### src/rtl/cg_pkg.sv
package cg_pkg;
  localparam int GEAR_W  = 2;
  localparam int SCALE_W = 2;

  typedef enum logic [GEAR_W-1:0] {
    GEAR_D1 = 2'b00,
    GEAR_D2 = 2'b01,
    GEAR_D4 = 2'b10,
    GEAR_D8 = 2'b11
  } gear_e;
endpackage

### src/rtl/cg_core_src.sv
module cg_core_src #(
  parameter int PLL_MULT = 4
) (
  input  logic clk,
  input  logic rst_n,
  input  logic pll_on,
  input  logic osc_bypass,
  output logic core_en
);
  localparam int PER_MAX = 2 * PLL_MULT;
  localparam int CW      = (PER_MAX > 1) ? $clog2(PER_MAX) : 1;

  logic [CW-1:0] cnt;
  logic [CW-1:0] lim;
  logic          hit;

  assign lim     = osc_bypass ? CW'(PLL_MULT - 1) : CW'(PER_MAX - 1);
  assign hit     = (cnt >= lim);
  assign core_en = pll_on | hit;

  always_ff @(posedge clk) begin
    if (!rst_n)              cnt <= '0;
    else if (pll_on || hit)  cnt <= '0;
    else                     cnt <= cnt + 1'b1;
  end

  // With the PLL off, two core pulses are never back to back (PLL_MULT >= 2).
  assert_osc_spacing_R1: assert property (@(posedge clk) disable iff (!rst_n)
    (!pll_on && $past(!pll_on) && $past(core_en)) |-> !core_en);
endmodule

### src/rtl/cg_gear.sv
module cg_gear
  import cg_pkg::*;
(
  input  logic  clk,
  input  logic  rst_n,
  input  logic  core_en,
  input  logic  gear_we,
  input  gear_e gear_wd,
  output logic  geared_en
);
  localparam int NCODE  = 1 << GEAR_W;
  localparam int MAXDIV = 1 << (NCODE - 1);
  localparam int CW     = (MAXDIV > 1) ? $clog2(MAXDIV) : 1;

  gear_e         pend;
  gear_e         act;
  logic [CW-1:0] cnt;
  logic [CW-1:0] last;
  logic          wrap;

  assign last      = CW'((32'd1 << act) - 32'd1);
  assign wrap      = core_en && (cnt >= last);
  assign geared_en = wrap;

  always_ff @(posedge clk) begin
    if (!rst_n) begin
      pend <= GEAR_D8;
      act  <= GEAR_D8;
      cnt  <= '0;
    end else begin
      if (gear_we) pend <= gear_wd;
      if (wrap) begin
        cnt <= '0;
        act <= pend;
      end else if (core_en) begin
        cnt <= cnt + 1'b1;
      end
    end
  end

  // The active gear only moves at a wrap of the gear count.
  assert_gear_at_wrap_R3: assert property (@(posedge clk) disable iff (!rst_n)
    !$stable(act) |-> $past(wrap));

  // The running count stays inside the active division.
  assert_count_in_range_R2: assert property (@(posedge clk) disable iff (!rst_n)
    cnt <= last);
endmodule

### src/rtl/cg_presc.sv
module cg_presc
  import cg_pkg::*;
(
  input  logic               clk,
  input  logic               rst_n,
  input  logic               src_en,
  input  logic [SCALE_W-1:0] scale,
  output logic               stb
);
  logic [1:0] cnt;
  logic [1:0] last;

  always_comb begin
    case (scale)
      2'b00:   last = 2'd3;
      2'b01:   last = 2'd1;
      default: last = 2'd0;
    endcase
  end

  assign stb = src_en && (cnt >= last);

  always_ff @(posedge clk) begin
    if (!rst_n)      cnt <= '0;
    else if (stb)    cnt <= '0;
    else if (src_en) cnt <= cnt + 1'b1;
  end

  // Divide-by-4 setting never emits on a source pulse that started a count.
  assert_div4_gap_R6: assert property (@(posedge clk) disable iff (!rst_n)
    (scale == 2'b00 && $past(scale == 2'b00) && $past(stb)) |-> !stb);
endmodule

### src/rtl/clk_gear_sel.sv
module clk_gear_sel
  import cg_pkg::*;
#(
  parameter int PLL_MULT = 4
) (
  input  logic       clk,
  input  logic       rst_n,
  input  logic       pll_on,
  input  logic       osc_div_bypass,
  input  logic       gear_we,
  input  logic [1:0] gear_wdata,
  input  logic       sys_use_gear,
  input  logic       slow_tick,
  input  logic       per_core_src,
  input  logic [1:0] per_scale,
  input  logic       cko_use_sys,
  output logic       sys_stb,
  output logic       per_stb,
  output logic       cko_stb
);
  logic core_en;
  logic geared_en;
  logic per_src_en;
  logic per_en;
  logic sys_next;
  logic live;

  cg_core_src #(.PLL_MULT(PLL_MULT)) u_src (
    .clk        (clk),
    .rst_n      (rst_n),
    .pll_on     (pll_on),
    .osc_bypass (osc_div_bypass),
    .core_en    (core_en)
  );

  cg_gear u_gear (
    .clk       (clk),
    .rst_n     (rst_n),
    .core_en   (core_en),
    .gear_we   (gear_we),
    .gear_wd   (gear_e'(gear_wdata)),
    .geared_en (geared_en)
  );

  assign per_src_en = per_core_src ? core_en : geared_en;

  cg_presc u_presc (
    .clk    (clk),
    .rst_n  (rst_n),
    .src_en (per_src_en),
    .scale  (per_scale),
    .stb    (per_en)
  );

  assign sys_next = sys_use_gear ? geared_en : slow_tick;

  always_ff @(posedge clk) begin
    if (!rst_n) begin
      sys_stb <= 1'b0;
      per_stb <= 1'b0;
      cko_stb <= 1'b0;
      live    <= 1'b0;
    end else begin
      sys_stb <= sys_next;
      per_stb <= per_en;
      cko_stb <= cko_use_sys ? sys_next : slow_tick;
      live    <= 1'b1;
    end
  end

  assert_sys_slow_R4: assert property (@(posedge clk) disable iff (!rst_n)
    (live && !$past(sys_use_gear)) |-> (sys_stb == $past(slow_tick)));

  assert_cko_slow_R7: assert property (@(posedge clk) disable iff (!rst_n)
    (live && !$past(cko_use_sys)) |-> (cko_stb == $past(slow_tick)));

  assert_cko_sys_R7: assert property (@(posedge clk) disable iff (!rst_n)
    (live && $past(cko_use_sys)) |-> (cko_stb == sys_stb));
endmodule

### config.mk
export PLATFORM = sky130hd
export DESIGN_NAME = clk_gear_sel
export DESIGN_NICKNAME = d
export VERILOG_FILES = /design/src/rtl/cg_pkg.sv /design/src/rtl/cg_core_src.sv /design/src/rtl/cg_gear.sv /design/src/rtl/cg_presc.sv /design/src/rtl/clk_gear_sel.sv
export SDC_FILE = /design/constraint.sdc
export NUM_CORES = 1
export LEC_CHECK = 0
export BUFFER_PORTS_ARGS = -buffer_cell sky130_fd_sc_hd__buf_2
export CORE_MARGIN = 2
export CORE_UTILIZATION = 45
export DETAILED_ROUTE_END_ITERATION = 16
export PLACE_DENSITY = 0.74
export SYNTH_ARGS = -nofsm -noshare
export SYNTH_HDL_FRONTEND = slang
export SYNTH_SLANG_ARGS = --single-unit
### constraint.sdc
create_clock -name clk -period 3.49 [get_ports clk]
set_clock_uncertainty 0.1 [all_clocks]
set_input_delay 0.698 -clock clk [delete_from_list [all_inputs] [get_ports clk]]
set_output_delay 0.698 -clock clk [all_outputs]
set_load 0.005 [all_outputs]
==> flow_summary_export.csv <==
group,metric,value,unit
cts,cts.reportedPaths.clkPinSlew,0.09,ns
hold_path,hold_path.class,"flip-flop to flip-flop",
global_route,grt_util_met1,19.6,%
worst_setup_path,critPathSlowestCell,"dfxtp_1",
synth,yosys_warnings,0,
drt,vias_per_cell,5.08,
synth,synth_seq_cells,15,
synth,synth.distinct_cells,32,
layout,diodes,0,
drt,route.detailed.drc,0,
drt,vias,645,
run_status,status,"finished, final reports clean",
drt,wl_per_cell,12.0,um
flow_run,maxCapViolations,0,
global_route,grt.total_usage,16.8,%
placement,dp_cells,123,
global_route,grt_busiest_layer,"met2",
global_route,grt_overflow,0,
cts,postCtsHoldBufs,0,
layout,ff_latch_area,300,sq um
sta,final_max_slew_viol_count,0,
cts,clkSinkCount,15,
global_route,grtUsageMet3,2.35,%
layout,fin_area,917,sq um
cts,cts_tree,"done",
worst_setup_path,required,3.59,ns
synth,synth_nets,107,
sta,tns,0,ns
global_route,grt_first_pass_wirelength,2480,um
layout,synthToLayoutAreaGrowth,14.2,%
worst_setup_path,cpPeakStageDelay,0.33,ns
layout,final_cells,127,
sta,period_needed,1.90,ns
drt,dr.first_iter.drc_count,11,
worst_setup_path,cp-start-kind,"flip-flop",
cts,post_cts_buffers,0,
sta,rsz0062_at_grt,"false",
cts,cts_buffer_depth,2,
pwr,power_per_cell_area,361,nW/um^2
drt,detail-route-antenna-nets,0,
floorplan,fp.dieW,46.3,um
layout,multiInputGateArea,465,sq um
global_route,grt_start_max_net_pins,18,
layout,fin_util,53.7,%
layout,fillers,149,
sta,finalHoldViolCount,0,
sta,setup-violations-final,0,
cts,cts_made_buffers,3,
synth,yosysSeqAreaShare,37.4,%
sta,period_share,54.6,%
drt,drtPass1Iterations,4,
worst_setup_path,endpoint_kind,"flip-flop",
pwr,total_power,331,uW
placement,hpwlAfterDp,1150,um
sta,tightest_slew,0.288,ns
worst_setup_path,crit_arrival,2.00,ns
worst_setup_path,worstPathCellList,"or2_2, ha_1, nand2b_1, a31oi_4, a21oi_1, and3b_1",
cts,cts_resized,0,
placement,io_buffers,15,
cts,htreeDepth,1,
sta,maxSlewHeadroom,80.8,%
worst_setup_path,cp_max_fo,7,
layout,layout_common_cells,"dfxtp_1 (15), buf_2 (15), nand2_1 (12)",
pwr,p_leak,0.434,nW
cts,cts-root-buf,"clkbuf_4",
placement,dpl_cell_area,891,sq um
pwr,peakVddDrop,198,uV
floorplan,die-area,2140,sq um
placement,preCtsSetupSlack,1.35,ns
synth,synth_ff_type,"dfxtp_1",
floorplan,start_util,47.0,%
sta,clock.fmax,525,MHz
worst_setup_path,crit_type,"flip-flop to flip-flop",
synth,avgSynthCellArea,9.34,sq um
drt,routed_wl,1530,um
floorplan,core,1710,sq um
global_route,grt_pass1_vias,577,
worst_setup_path,ff2ff_setup_slack,1.59,ns
layout,drive_gt1_share,25.5,%
synth,synth_area,803,sq um
synth,synth_edf_count,0,
sta,whs,0.379,ns
cts,clk_latency,0.30,ns
global_route,grt_use_met2,26.9,%
synth,syn-instance-count,86,
synth,ys_async_sr_fraction,0,%
global_route,antenna_found_initial,0,
layout,fin_nets,124,
floorplan,chipHeight,46.3,um
floorplan,ioPinCount,16,
placement,gp_routability_congestion,0.788,
sta,fin_ws,1.59,ns
floorplan,core.rowCount,15,
cell type report:
class,count,area share (%)
Timing Repair Buffer,15,8.19
Tap cell,25,3.41
Sequential cell,15,32.7
Inverter,5,2.05
Clock buffer,4,2.86
Multi-Input combinational cell,63,50.8
worst paths after layout:
path / startpoint / cells after the start / to
max reg2reg: u_gear.act[0] / 6 / per_stb
min: u_src.cnt[0] / 1 / u_src.cnt[0]
min reg2reg: u_src.cnt[0] / 1 / u_src.cnt[0]
max: u_gear.act[0] / 6 / per_stb
sequential cells by signal, summed over array words and instances (netlist names):
signal       cells
cko_stb          1
per_stb          1
sys_stb          1
u_gear.act       2
u_gear.cnt       3
u_gear.pend      2
u_presc.cnt      2
u_src.cnt        3
worst max-delay path, delay by kind of cell, from the launching register on:
| family | cells | cell delay [ns] |
|---|---|---|
| AOI/OAI and AO/OA | 2 | 0.46 |
| adders and majority gates | 1 | 0.26 |
| and+or+nand+nor | 3 | 0.66 |
| DFF | 1 | 0.33 |
routing by layer:
layer	up-vias	wire, um
met1	297	665
met3	5	31
li1	336	-
met5	-	0
met2	7	788
met4	0	43
cell families after synthesis:
kind of cell	Yosys count	share of synthesized area (%)
and+or+nand+nor	34	21.7
buffers and inverters	8	4.67
muxes	2	2.49
xor gates and xnor gates	1	1.09
adders and majority gates	8	12.5
DFF	15	37.4
AOI/OAI and AO/OA	18	20.2
cells in the mapped netlist (2+ instances only):
cell	n	area share, %
nand2b_1	3	2.3
nand3_1	8	5.0
nand2_1	12	5.6
a21boi_1	2	1.9
clkbuf_1	2	0.93
nor2_1	2	0.93
dfxtp_1	15	37
or2_2	2	1.6
nand3b_1	2	1.9
mux2i_1	2	2.5
inv_1	5	2.3
a21oi_1	2	1.2
o21ai_0	2	1.2
o22ai_1	2	1.6
ha_1	8	12
where the power goes:
group / switching, mW / internal [mW]
clock network: 0.0591 / 0.0446
registers: 0.00437 / 0.178
logic: 0.0243 / 0.0207
Note: power is estimated with default switching activity, not from simulation.
